$ cat config.mk
export PLATFORM = sky130hd
export DESIGN_NAME = poison_store_unit
export DESIGN_NICKNAME = d
export VERILOG_FILES = /design/src/rtl/pstore_pkg.sv /design/src/rtl/pstore_fifo.sv /design/src/rtl/pstore_ctrl.sv /design/src/rtl/pstore_datapath.sv /design/src/rtl/poison_store_unit.sv
export SDC_FILE = /design/constraint.sdc
export NUM_CORES = 1
export LEC_CHECK = 0
export BUFFER_PORTS_ARGS = -buffer_cell sky130_fd_sc_hd__buf_2
export CAP_MARGIN = 20
export CELL_PAD_IN_SITES_DETAIL_PLACEMENT = 1
export CELL_PAD_IN_SITES_GLOBAL_PLACEMENT = 2
export CORE_ASPECT_RATIO = 1.75
export CORE_MARGIN = 5
export CORE_UTILIZATION = 38
export DETAILED_ROUTE_END_ITERATION = 7
export PLACE_DENSITY = 0.76
export REMOVE_ABC_BUFFERS = 1
export SLEW_MARGIN = 10
export SYNTH_ARGS = -nofsm -noshare
export SYNTH_HDL_FRONTEND = slang
export SYNTH_HIERARCHICAL = 1
export SYNTH_SLANG_ARGS = --single-unit
$ cat constraint.sdc
create_clock -name clk -period 2.2 [get_ports clk]
set_input_delay 0.44 -clock clk [delete_from_list [all_inputs] [get_ports clk]]
set_output_delay 0.44 -clock clk [all_outputs]
set_load 0.05 [all_outputs]
$ cat src/rtl/pstore_pkg.sv
package pstore_pkg;
  // strobes issued by the control to the datapath for one cycle
  typedef struct packed {
    logic popPair;
    logic commit;
    logic discard;
  } strobe_t;
endpackage

$ cat src/rtl/pstore_fifo.sv
module pstore_fifo #(
  parameter int WIDTH = 8,
  parameter int DEPTH = 4
) (
  input  logic             clk,
  input  logic             rst,
  input  logic             pushValid,
  output logic             pushReady,
  input  logic [WIDTH-1:0] pushData,
  input  logic             popEn,
  output logic             headValid,
  output logic [WIDTH-1:0] headData
);
  localparam int PTR_W  = (DEPTH > 1) ? $clog2(DEPTH) : 1;
  localparam int FILL_W = $clog2(DEPTH + 1);

  logic [WIDTH-1:0]  slots [DEPTH];
  logic [PTR_W-1:0]  rdPtr, wrPtr;
  logic [FILL_W-1:0] fill;
  logic doPush, doPop;

  assign pushReady = (fill != FILL_W'(DEPTH));
  assign headValid = (fill != '0);
  assign headData  = slots[rdPtr];
  assign doPush    = pushValid & pushReady;
  assign doPop     = popEn & headValid;

  function automatic logic [PTR_W-1:0] nextPtr(input logic [PTR_W-1:0] p);
    return (p == PTR_W'(DEPTH - 1)) ? '0 : p + PTR_W'(1);
  endfunction

  always_ff @(posedge clk) begin
    if (doPush) slots[wrPtr] <= pushData;
  end

  always_ff @(posedge clk) begin
    if (rst) begin
      rdPtr <= '0;
      wrPtr <= '0;
      fill  <= '0;
    end else begin
      if (doPush) wrPtr <= nextPtr(wrPtr);
      if (doPop)  rdPtr <= nextPtr(rdPtr);
      case ({doPush, doPop})
        2'b10:   fill <= fill + FILL_W'(1);
        2'b01:   fill <= fill - FILL_W'(1);
        default: fill <= fill;
      endcase
    end
  end
endmodule

$ cat src/rtl/pstore_ctrl.sv
module pstore_ctrl
  import pstore_pkg::*;
(
  input  logic    addrHeadValid,
  input  logic    valHeadValid,
  input  logic    headPoison,
  output strobe_t strobe
);
  always_comb begin
    strobe.popPair = addrHeadValid & valHeadValid;
    strobe.commit  = strobe.popPair & ~headPoison;
    strobe.discard = strobe.popPair & headPoison;
  end
endmodule

$ cat src/rtl/pstore_datapath.sv
module pstore_datapath
  import pstore_pkg::*;
#(
  parameter int DEPTH  = 4,
  parameter int ADDR_W = 16,
  parameter int DATA_W = 32,
  parameter int CNT_W  = 16
) (
  input  logic              clk,
  input  logic              rst,
  input  logic              addrValid,
  output logic              addrReady,
  input  logic [ADDR_W-1:0] addrIn,
  input  logic              valValid,
  output logic              valReady,
  input  logic [DATA_W-1:0] valData,
  input  logic              valPoison,
  input  strobe_t           strobe,
  output logic              addrHeadValid,
  output logic              valHeadValid,
  output logic              headPoison,
  output logic              memWe,
  output logic [ADDR_W-1:0] memAddr,
  output logic [DATA_W-1:0] memWdata,
  output logic [CNT_W-1:0]  commitCount,
  output logic [CNT_W-1:0]  discardCount,
  output logic              idle
);
  localparam int VAL_W = DATA_W + 1;

  logic [ADDR_W-1:0] addrHead;
  logic [VAL_W-1:0]  valHead;

  pstore_fifo #(.WIDTH(ADDR_W), .DEPTH(DEPTH)) i_addrQ (
    .clk(clk), .rst(rst),
    .pushValid(addrValid), .pushReady(addrReady), .pushData(addrIn),
    .popEn(strobe.popPair), .headValid(addrHeadValid), .headData(addrHead)
  );

  pstore_fifo #(.WIDTH(VAL_W), .DEPTH(DEPTH)) i_valQ (
    .clk(clk), .rst(rst),
    .pushValid(valValid), .pushReady(valReady), .pushData({valPoison, valData}),
    .popEn(strobe.popPair), .headValid(valHeadValid), .headData(valHead)
  );

  assign headPoison = valHead[DATA_W];
  assign idle = ~addrHeadValid & ~valHeadValid & ~memWe;

  always_ff @(posedge clk) begin
    if (rst) begin
      memWe        <= 1'b0;
      memAddr      <= '0;
      memWdata     <= '0;
      commitCount  <= '0;
      discardCount <= '0;
    end else begin
      memWe <= strobe.commit;
      if (strobe.commit) begin
        memAddr     <= addrHead;
        memWdata    <= valHead[DATA_W-1:0];
        commitCount <= commitCount + CNT_W'(1);
      end
      if (strobe.discard) discardCount <= discardCount + CNT_W'(1);
    end
  end
endmodule

$ cat src/rtl/poison_store_unit.sv
module poison_store_unit
  import pstore_pkg::*;
#(
  parameter int DEPTH  = 4,
  parameter int ADDR_W = 16,
  parameter int DATA_W = 32,
  parameter int CNT_W  = 16
) (
  input  logic              clk,
  input  logic              rst,
  input  logic              addrValid,
  output logic              addrReady,
  input  logic [ADDR_W-1:0] addrIn,
  input  logic              valValid,
  output logic              valReady,
  input  logic [DATA_W-1:0] valData,
  input  logic              valPoison,
  output logic              memWe,
  output logic [ADDR_W-1:0] memAddr,
  output logic [DATA_W-1:0] memWdata,
  output logic [CNT_W-1:0]  commitCount,
  output logic [CNT_W-1:0]  discardCount,
  output logic              idle
);
  strobe_t strobe;
  logic addrHeadValid, valHeadValid, headPoison;

  pstore_ctrl i_ctrl (
    .addrHeadValid(addrHeadValid), .valHeadValid(valHeadValid),
    .headPoison(headPoison), .strobe(strobe)
  );

  pstore_datapath #(.DEPTH(DEPTH), .ADDR_W(ADDR_W), .DATA_W(DATA_W), .CNT_W(CNT_W)) i_dp (
    .clk(clk), .rst(rst),
    .addrValid(addrValid), .addrReady(addrReady), .addrIn(addrIn),
    .valValid(valValid), .valReady(valReady), .valData(valData), .valPoison(valPoison),
    .strobe(strobe),
    .addrHeadValid(addrHeadValid), .valHeadValid(valHeadValid), .headPoison(headPoison),
    .memWe(memWe), .memAddr(memAddr), .memWdata(memWdata),
    .commitCount(commitCount), .discardCount(discardCount), .idle(idle)
  );
endmodule

==> run summary, run 1 <==
Outcome: complete, but fails checks
Violated checks: negative setup slack
Worst setup SP type: flop
Placed insts: 1202
Via Count: 6191
Avg Cell Area, Syn: 16.4 µm²
Post-Syn Area: 11200 µm²
Number of synthesized flops with an enable pin: 196
Max_slew headroom: 41.2%
Routed WL: 24400 µm
Predominant post-synthesis flop cell: edfxtp_1
CTS tree: built
Clock latency on the worst-skew pair: 540 ps
Final Wtd Congestion: 0.709
Die area: 33100 µm²
Ys Warns: 6
Num Clock Sinks: 295
GRT Total Usage: 14.7%
Max cap viols: 0
Combinational share of power: 19.5%
DR iter-0 viols: 223
Vias per inst: 4.93
Ports: 137
Crit Path Category: reg -> out
Buf/Inv on CP: 2
Worst-Margin Slew: 881 ps
Leakage: 0.00487 µW
WL per Instance: 19.4 µm
Final clock skew: 8.41 ps
Register area share after synthesis: 70.3%
P_sw: 3810 µW
Asr flop ratio synth: 0%
Register bit total from synthesis: 295
Crit path cell chain: or3_4 -> buf_6 -> nor3_4 -> buf_6
Post-synthesis cell type count: 38
CTS HTree Levels: 1
CP top delay family: simple AND/OR/NAND/NOR gates
Peak Freq: 454 MHz
First-pass GRT wire length: 38300 µm
Synthesis-to-finish area growth: 21.7%
Gr ovfl total: 0
Rows: 83
CP dominant cell by count: buf_6
Vias in the first global route: 6802
Sw Share: 27.0%
Tcrit/Tclk final: 100%
Critical-path top delay cell: or3_4
PwrDens: 1040 nW/µm²
Die Width: 140 µm
Pint: 10300 µW
Largest net degree at the start of global routing: 38
Min Clock Period, post-route: 2200 ps
Routed Antenna Nets: 0
Max incr delay on CP: 390 ps
Reg power frac: 46.5%
Worst-case clock buffer depth: 3
Synth Instances: 680
Layout cell share with drive strength beyond 1: 35.2%
Final setup vio count: 1
Fin nets: 920
Hold-fix buffers, CTS: 0
Filler instances: 2839
Clk root buf: clkbuf_16
Chip height: 237 µm
Initial antenna violation count: 1
Max VDD drop: 0.729 mV
HPWL Detailed: 16100 µm
Worst endpoint required time: 1760 ps
Initial Utilization: 38.3%
Arr. time, crit path: 1760 ps
DR pass1 iterations: 4
Worst Slack Setup Final: -2.89 ps
Maximum fanout along the worst path: 3
RSZ-0062 raised after global routing: yes
Fin. Hold Viols: 0
Clock network power share: 34.0%
Placeable Area: 29200 µm²
Total Power: 14100 µW
Clk slew on worst S/H paths: 60 ps
TritonCTS buffer count: 28
DRC viols: 0
Final slew viol count: 0
Crit. End Element: output pin
Min-delay worst type: in -> reg
Post-route insts no fill: 1256
I/O Buffers: 136
-- state kept, by name, indices dropped and copies added, names as in the netlist, named ones only --
signal,count
i_dp/i_addrQ/wrPtr,2
i_dp/memAddr,16
i_dp/i_valQ/fill,3
i_dp/memWdata,32
i_dp/i_addrQ/fill,3
i_dp/commitCount,16
i_dp/i_valQ/rdPtr,2
i_dp/memWe,1
i_dp/i_addrQ/rdPtr,2
i_dp/i_valQ/wrPtr,2
i_dp/i_valQ/slots,132
i_dp/discardCount,16
i_dp/i_addrQ/slots,64
-- path summary, 6_finish.rpt --
kind | startpoint | endpoint | cells past startpoint | slack, ps
setup reg to reg | i_dp/i_valQ/slots[3][32]$_DFFE_PP_ | i_dp/commitCount[6]$_SDFFE_PP0P_ | 7 | 70
hold / removal | valData[25] | i_dp/i_valQ/slots[1][25]$_DFFE_PP_ | 1 | 110
setup / recovery | i_dp/i_valQ/fill[2]$_SDFFE_PP0P_ | idle | 4 | -3
hold reg to reg | i_dp/memWdata[17]$_SDFFE_PP0P_ | i_dp/memWdata[17]$_SDFFE_PP0P_ | 2 | 490
-- through the flow --
stage / instance area (µm²) / hold WS [ps] / setup WS, ps / setup TNS, ps / utilization (%)
after floorplan: 11000 / 456 / -3020 / -171320 / -
after global placement: 12500 / 470 / -50.0 / -95.1 / 43.0
after detailed placement: 12500 / 482 / -111 / -186 / 43.0
after CTS: 13500 / 77.8 / -56.5 / -83.9 / 46.4
after global routing: 13600 / 87.2 / -78.3 / -79.7 / 46.7
final: 13600 / 112 / -2.89 / -2.89 / 46.7
-- cell type report --
class	instances	area [µm²]	area share, %
multi-input combinational	337	3220	23.7
inverter	16	60.1	0.441
sequential	295	7880	57.8
clock buffer	39	773	5.68
clock inverter	13	143	1.05
tap	382	478	3.51
timing repair buffer	173	1060	7.80
antenna	1	2.50	0.0184
-- layer usage --
layer	vias up	track usage [%]	part of all wire, %
li1	2896	-	-
met1	3133	16.4	38
met2	118	28.0	56
met3	42	2.47	4.0
met4	2	4.55	2.3
met5	-	0	0.029
-- repair_timing --
item | CTS | global route
endpoints found under the setup margin | 4 | 10
buffers inserted | 1 | 0
resized for setup | 19 | 17
pin swaps | 2 | 3
-- cell usage in the layout, fill, tap and decap left out, types with 3 or more instances in the layout --
cell / instances
edfxtp_1: 196
buf_2: 134
dfxtp_1: 91
nor2_1: 86
mux2i_1: 54
mux4_2: 49
clkbuf_16: 29
buf_4: 29
xnor2_1: 19
inv_1: 16
nand2_1: 13
xor2_1: 13
ha_1: 12
nand4_1: 11
clkbuf_1: 9
and3_2: 8
dfxtp_2: 8
or3_1: 7
buf_12: 7
nor4_1: 6
nor3_1: 6
a21oi_1: 6
clkinv_1: 4
nand3_1: 4
nor4_2: 4
o21ai_0: 4
or3_4: 4
nand2b_1: 4
bufinv_16: 3
clkinvlp_4: 3
clkinv_2: 3
buf_6: 3
-- Yosys cell counts, types with 4 or more instances --
cell type | n | area (µm²)
or3_1 | 7 | 43.8
buf_1 | 4 | 15.0
xor2_1 | 13 | 114
clkbuf_1 | 9 | 33.8
xnor2_1 | 19 | 166
mux2i_1 | 54 | 541
a21oi_1 | 8 | 40.0
mux4_2 | 49 | 1100
dfxtp_1 | 99 | 1980
nand2_1 | 13 | 48.8
edfxtp_1 | 196 | 5890
and3_2 | 7 | 52.6
o21ai_0 | 4 | 20.0
nor4_1 | 11 | 68.8
or3_2 | 4 | 30.0
nor2_1 | 86 | 323
nor3_1 | 7 | 35.0
nand3_1 | 4 | 20.0
nand2b_1 | 4 | 25.0
inv_1 | 16 | 60.1
buf_4 | 4 | 30.0
buf_2 | 13 | 65.1
ha_1 | 14 | 175
nand4_1 | 11 | 68.8
-- power groups by stage --
stage	sequential, µW	combinational [µW]	clock, µW
4_1_cts	6570	2800	4960
6_report	6570	2760	4790
3_5_place_dp	6680	2650	0
2_1_floorplan	7200	1210	0
3_3_place_gp	6660	2610	0
5_1_grt	6610	2980	5200
-- cells by family (layout without fill, tap and decap cells) --
group / after synthesis / after routing / synth area share [%]
multiplexers: 103 / 103 / 14.7
flip-flops: 295 / 295 / 70.3
adder cells (fa/ha/maj): 16 / 16 / 1.92
AND/OR/NAND/NOR: 168 / 168 / 7.53
AO/OA/AOI/OAI: 18 / 18 / 0.984
buffers and inverters: 48 / 241 / 2.02
XOR/XNOR: 32 / 32 / 2.51
other: 0 / 1 / 0
No activity file was read; power rests on OpenSTA's default activity.
==> run 2, diff against run 1 <==
SKIP_CTS_REPAIR_TIMING = 1   (was default)
==> run 2 against run 1 <==
  * The run still ends with negative setup slack left
  * Hold slack gained 0.56 ps
  * Clock skew shrank 1.7 ps
  * Core utilization is essentially flat
  * Cell area is essentially flat
  * Register-to-register slack is essentially flat
==> run summary, run 2 (same netlist as run 1, synthesis figures left out) <==
RSZ-0062 raised after global routing: yes (unchanged)
Buf/Inv on CP: 2 (unchanged)
Final core occ: 46.7% (about the same)
Final TNS setup: -15.1 ps (was -2.89 ps)
Worst endpoint required time: 1760 ps (about the same)
Max incr delay on CP: 390 ps (about the same)
Tcrit/Tclk final: 101% (was 100%)
Die Width: 140 µm (unchanged)
Most common cell after layout, fill and taps aside: edfxtp_1 (unchanged)
Worst-case clock buffer depth: 3 (unchanged)
WL per Instance: 19.4 µm (about the same)
Chip height: 237 µm (unchanged)
Via Count: 6179 (was 6191)
Worst-Margin Slew: 881 ps (about the same)
First-pass GRT wire length: 38200 µm (was 38300 µm)
Min Clock Period, post-route: 2220 ps (was 2200 ps)
CTS HTree Levels: 1 (unchanged)
Largest register FFs: 132 (unchanged)
DR iter-0 viols: 216 (was 223)
Gr ovfl total: 0 (unchanged)
Final slew viol count: 0 (unchanged)
GRT Total Usage: 14.6% (was 14.7%)
Worst Slack Setup Final: -15.1 ps (was -2.89 ps)
Fin nets: 920 (unchanged)
Hold worst-path end: i_dp/i_valQ/slots[2][15]$_DFFE_PP_ (was i_dp/i_valQ/slots[1][25]$_DFFE_PP_)
Final Wtd Congestion: 0.709 (unchanged)
Fin. Hold Viols: 0 (unchanged)
CP top delay family: simple AND/OR/NAND/NOR gates (unchanged)
Layout cell share with drive strength beyond 1: 35.2% (unchanged)
Leakage: 0.00487 µW (about the same)
Synthesis-to-finish area growth: 21.7% (about the same)
Initial Utilization: 38.3% (unchanged)
Crit Path Category: reg -> out (unchanged)
Peak Freq: 451 MHz (was 454 MHz)
R2r startpoint: i_dp/i_valQ/slots[3][32]$_DFFE_PP_ (unchanged)
Crit path cell chain: or3_4 -> buf_4 -> nor3_4 -> buf_6 (was or3_4 -> buf_6 -> nor3_4 -> buf_6)
Placeable Area: 29200 µm² (unchanged)
Initial antenna violation count: 1 (unchanged)
Vias per inst: 4.92 (was 4.93)
Arr. time, crit path: 1780 ps (was 1760 ps)
Clock latency on the worst-skew pair: 540 ps (about the same)
Final clock skew: 6.76 ps (was 8.41 ps)
R2r endpoint: i_dp/commitCount[6]$_SDFFE_PP0P_ (unchanged)
HPWL Detailed: 16100 µm (unchanged)
Vias in the first global route: 6788 (was 6802)
Max_slew headroom: 41.3% (was 41.2%)
Violated checks: negative setup slack (unchanged)
Clk slew on worst S/H paths: 60 ps (about the same)
Placed insts: 1202 (unchanged)
Most frequent cells in the layout: 196 x edfxtp_1, 134 x buf_2, 91 x dfxtp_1, 86 x nor2_1, 54 x mux2i_1 (unchanged)
R2R cell count: 7 (unchanged)
Max cap viols: 0 (unchanged)
Final setup vio count: 1 (unchanged)
Worst setup SP type: flop (unchanged)
Largest regs: i_dp/i_valQ/slots x132, i_dp/i_addrQ/slots x64, i_dp/memWdata x32 (unchanged)
WP depth: 4 (unchanged)
TritonCTS buffer count: 28 (unchanged)
Num Clock Sinks: 295 (unchanged)
Routed Antenna Nets: 0 (unchanged)
Register area: 7880 µm² (unchanged)
Clk root buf: clkbuf_16 (unchanged)
Max VDD drop: 0.724 mV (was 0.729 mV)
Largest Register: i_dp/i_valQ/slots (unchanged)
Rows: 83 (unchanged)
Min-delay worst type: in -> reg (unchanged)
Filler instances: 2836 (was 2839)
Routed WL: 24400 µm (about the same)
Ports: 137 (unchanged)
Crit. End Element: output pin (unchanged)
Worst hold start: valData[15] (was valData[25])
DRC viols: 0 (unchanged)
Critical-path top delay cell: or3_4 (unchanged)
I/O Buffers: 136 (unchanged)
Outcome: complete, but fails checks (unchanged)
Hold path depth: 1 (unchanged)
DR pass1 iterations: 4 (unchanged)
Largest net degree at the start of global routing: 38 (unchanged)
Post-route insts no fill: 1256 (unchanged)
Multi-input logic area: 3220 µm² (unchanged)
Die area: 33100 µm² (unchanged)
PwrDens: 1030 nW/µm² (was 1040 nW/µm²)
Worst R2R Setup Slack: 70 ps (about the same)
Maximum fanout along the worst path: 3 (unchanged)
CTS tree: built (unchanged)
run 2: cell type report:
class,instances,share of cell area [%]
flip-flops and latches,295,57.9
clock inverters,13,1.05
diodes,1,0.0184
well taps,382,3.51
repair buffers,173,7.78
clock buffers,39,5.68
multi-input cells,337,23.7
inverters,16,0.441
run 2: metrics by stage:
stage	area (µm²)	power, µW	hold WS [ps]	setup slack (ps)
floorplan	11000	8410	456	-3020
global placement	12500	9260	470	-50.0
detailed placement	12500	9330	482	-111
CTS	13500	14200	77.8	-380
global route	13600	14800	87.2	-96.6
finish	13600	14100	112	-15.1
run 2: worst max-delay path by stage:
stage | endpoint | startpoint | slack (ps)
after floorplan | i_dp/commitCount[12]$_SDFFE_PP0P_ | flop | -3020
after global placement | i_dp/i_addrQ/fill[2]$_SDFFE_PP0P_ | i_dp/i_addrQ/fill[0]$_SDFFE_PP0P_ | -50
after detailed placement | i_dp/i_valQ/fill[2]$_SDFFE_PP0P_ | i_dp/i_addrQ/fill[0]$_SDFFE_PP0P_ | -110
after CTS | idle | i_dp/i_valQ/fill[1]$_SDFFE_PP0P_ | -380
after global routing | idle | i_dp/i_valQ/fill[1]$_SDFFE_PP0P_ | -100
final | idle | i_dp/i_valQ/fill[1]$_SDFFE_PP0P_ | -20
run 2: worst reg2reg max path, cell delays in order, from the launching register on:
cell	delay [ps]
edfxtp_1	360
mux4_2	480
and3b_4	390
buf_4	190
inv_1	40
or3_1	380
xor2_1	130
nor2_1	50
run 2: per-layer routing:
layer	GRT usage, %	vias to the layer above	share of wire, %
met5	0	-	0.029
met4	4.53	2	2.3
met3	2.47	41	3.9
met2	28.1	117	56
met1	16.3	3128	38
li1	-	2891	-
run 2: power by group:
part / switching, µW / total (µW) / internal, µW
combinational: 1620 / 2730 / 1120
clock: 1980 / 4780 / 2800
sequential: 198 / 6570 / 6370
==> run 3, diff against run 2 <==
--- a/config.mk
+++ b/config.mk
@@ -12,5 +12,5 @@
 export CORE_ASPECT_RATIO = 1.75
 export CORE_MARGIN = 5
-export CORE_UTILIZATION = 38
+export CORE_UTILIZATION = 37
 export DETAILED_ROUTE_END_ITERATION = 7
 export PLACE_DENSITY = 0.76
@@ -20,4 +20,4 @@
 export SYNTH_ARGS = -nofsm -noshare
 export SYNTH_HDL_FRONTEND = slang
-export SYNTH_HIERARCHICAL = 1
 export SYNTH_SLANG_ARGS = --single-unit
+export TNS_END_PERCENT = 30
==> constraint.sdc (replaced) <==
create_clock -name clk -period 2.2 [get_ports clk]
set_input_delay 0.33 -clock clk [delete_from_list [all_inputs] [get_ports clk]]
set_output_delay 0.33 -clock clk [all_outputs]
set_load 0.05 [all_outputs]
==> run 3 against run 2 <==
  * Die area rose by 2.0%
  * Total power is 14% higher
  * Cell count increased by 8.5%
  * Flip-flop and latch count fell by 2
  * The run now ends clean
  * Sequential power grew 3%
  * Clock power increased by 9.2%
  * Synthesized area decreased by 0.62%
  * Global-route usage is 0.82 points higher
  * Critical path depth is the same
  * Critical endpoint unchanged
  * Clock-buffer cell count down 9
==> run summary, run 3 <==
Routed Antenna Nets: 0 (unchanged)
Min-delay worst type: in -> reg (unchanged)
Worst-Margin Slew: 886 ps (was 881 ps)
Synth Instances: 741 (was 680)
Register area share after synthesis: 70.4% (was 70.3%)
Max_slew headroom: 40.9% (was 41.3%)
Final slew viol count: 0 (unchanged)
Max cap viols: 0 (unchanged)
Final setup vio count: 0 (was 1)
Largest regs: i_dp.i_valQ.slots x132, i_dp.i_addrQ.slots x64, i_dp.memWdata x32 (was i_dp/i_valQ/slots x132, i_dp/i_addrQ/slots x64, i_dp/memWdata x32)
Post-Syn Area: 11100 µm² (was 11200 µm²)
I/O Buffers: 136 (unchanged)
# diodes: 0 (was 1)
Placeable Area: 29800 µm² (was 29200 µm²)
Ports: 137 (unchanged)
CTS HTree Levels: 1 (unchanged)
Top-count cell post-synth: edfxtp_1 (unchanged)
Post-synthesis cell type count: 35 (was 38)
Arr. time, crit path: 1850 ps (was 1780 ps)
First-pass GRT wire length: 40500 µm (was 38200 µm)
Met2 wire length: 15200 µm (was 13700 µm)
Worst-case clock buffer depth: 3 (unchanged)
Largest register FFs: 132 (unchanged)
Top cell type by total area after synthesis: edfxtp_1 (unchanged)
Final hold slack: 221 ps (was 112 ps)
TritonCTS buffer count: 28 (unchanged)
Worst endpoint required time: 1870 ps (was 1760 ps)
DR pass1 iterations: 4 (unchanged)
CTS tree: built (unchanged)
Ys Warns: 0 (was 6)
Number of synthesized flops with an enable pin: 196 (unchanged)
Met3 routed WL: 964 µm (was 944 µm)
Avg Cell Area, Syn: 15.0 µm² (was 16.4 µm²)
Predominant post-synthesis flop cell: edfxtp_1 (unchanged)
Die area: 33700 µm² (was 33100 µm²)
Multi-input logic area: 3120 µm² (was 3220 µm²)
Crit Path Category: reg -> out (unchanged)
Initial antenna violation count: 0 (was 1)
Fin nets: 1023 (was 920)
Leakage: 0.00502 µW (was 0.00487 µW)
Rows: 84 (was 83)
Most common cell after layout, fill and taps aside: edfxtp_1 (unchanged)
Final Wtd Congestion: 0.736 (was 0.709)
Clk root buf: clkbuf_16 (unchanged)
Max VDD drop: 1.03 mV (was 0.724 mV)
Largest Register: i_dp.i_valQ.slots (was i_dp/i_valQ/slots)
Maximum fanout along the worst path: 7 (was 3)
DR iter-0 viols: 283 (was 216)
Register bit total from synthesis: 293 (was 295)
WL per Instance: 19.4 µm (about the same)
Total Power: 16000 µW (was 14100 µW)
Initial Utilization: 37.2% (was 38.3%)
DRC viols: 0 (unchanged)
PwrDens: 1140 nW/µm² (was 1030 nW/µm²)
Tcrit/Tclk final: 99.1% (was 101%)
GRT Total Usage: 15.4% (was 14.6%)
Worst Slack Setup Final: 18.7 ps (was -15.1 ps)
Top-area cell type share of the netlist area: 52.9% (was 52.6%)
Largest net degree at the start of global routing: 41 (was 38)
DP Worst Slack: -26.9 ps (was -111 ps)
Layout cell share with drive strength beyond 1: 30.9% (was 35.2%)
Via Count: 6861 (was 6179)
Asr flop ratio synth: 0% (unchanged)
Outcome: complete, no violations (was complete, but fails checks)
Filler instances: 3054 (was 2836)
Routed WL: 26400 µm (was 24400 µm)
Min Clock Period, post-route: 2180 ps (was 2220 ps)
Crit. End Element: output pin (unchanged)
Die Width: 141 µm (was 140 µm)
Metal-1 WL: 9700 µm (was 9220 µm)
Synthesis-to-finish area growth: 26.1% (was 21.7%)
RSZ-0062 raised after global routing: yes (unchanged)
Clock latency on the worst-skew pair: 570 ps (was 540 ps)
Most frequent cells in the layout: 196 x edfxtp_1, 133 x buf_2, 118 x nand2_1, 90 x dfxtp_1, 77 x a21oi_1 (was 196 x edfxtp_1, 134 x buf_2, 91 x dfxtp_1, 86 x nor2_1, 54 x mux2i_1)
DR top layer: met4 (was met5)
Vias in the first global route: 7223 (was 6788)
Register area: 7840 µm² (was 7880 µm²)
Fin. Hold Viols: 0 (unchanged)
Num Clock Sinks: 293 (was 295)
Peak Freq: 458 MHz (was 451 MHz)
Chip height: 239 µm (was 237 µm)
Clk slew on worst S/H paths: 60 ps (about the same)
Synth cell count leaders: 196 x edfxtp_1, 119 x nand2_1, 97 x dfxtp_1 (was 196 x edfxtp_1, 99 x dfxtp_1, 86 x nor2_1)
Final clock skew: 17.7 ps (was 6.76 ps)
Vias per inst: 5.03 (was 4.92)
Dominant cells by area after synthesis: edfxtp_1 53%, dfxtp_1 17%, mux4_2 9.9% (was edfxtp_1 53%, dfxtp_1 18%, mux4_2 9.9%)
Gr ovfl total: 0 (unchanged)
HPWL Detailed: 17000 µm (was 16100 µm)
Worst setup SP type: flop (unchanged)
## run 3: cell type report
| class | count | share of cell area (%) |
|---|---|---|
| clock buffer | 30 | 5.19 |
| clock inverter | 22 | 2.06 |
| inverter | 11 | 0.294 |
| multi-input combinational | 396 | 22.2 |
| sequential | 293 | 55.9 |
| tap | 387 | 3.45 |
| timing repair buffer | 224 | 10.9 |
## run 3: worst paths after layout
path                                                   startpoint                          endpoint  slack [ps]  depth (start not counted)
worst min register to register      i_dp.memWdata[5]$_SDFFE_PP0P_     i_dp.memWdata[5]$_SDFFE_PP0P_         450                          2
worst min-delay path                                          rst  i_dp.commitCount[0]$_SDFFE_PP0P_         220                          2
worst max-delay path            i_dp.i_addrQ.fill[0]$_SDFFE_PP0P_                              idle          20                          4
worst max register to register   i_dp.i_valQ.fill[2]$_SDFFE_PP0P_  i_dp.i_valQ.fill[2]$_SDFFE_PP0P_          60                          8
## run 3: power breakdown
part / internal (µW) / switching, µW / leakage (µW) / total, µW
registers: 6500 / 256 / 0.00259 / 6760
clock network: 3030 / 2190 / 0.000488 / 5220
logic: 1550 / 2480 / 0.00195 / 4030
## run 3: per-layer routing
layer	GRT usage (%)	up-vias
li1	-	3212
met5	0	-
met1	16.6	3501
met2	30.6	120
met4	4.73	0
met3	2.36	28
## run 3: logic make-up (layout without fill, tap and decap cells)
family / Yosys count / count (layout) / share of synthesized area (%)
AO/OA/AOI/OAI: 97 / 97 / 4.70
flip-flops: 293 / 293 / 70.4
AND/OR/NAND/NOR: 215 / 215 / 9.49
buffers and inverters: 52 / 287 / 1.89
multiplexers: 56 / 56 / 10.6
adder cells (fa/ha/maj): 16 / 16 / 1.94
XOR/XNOR: 12 / 12 / 0.945
## run 3: worst max-delay path, cell delays in order (launching register included)
cell	delay, ps
dfxtp_2	340
or3_4	390
buf_4	180
nor3_4	200
buf_6	190
## run 3: metrics by stage
stage                     setup TNS, ps  std cells  cell area, µm²  util, %
after detailed placement          -26.9       1260           12500     41.7
after CTS                          -299       1312           13500     45.1
final                                 0       1363           14000     47.0
after global routing              -66.6       1363           14000     47.0
after floorplan                 -119590        700           10900        -
after global placement                0       1260           12500     41.7
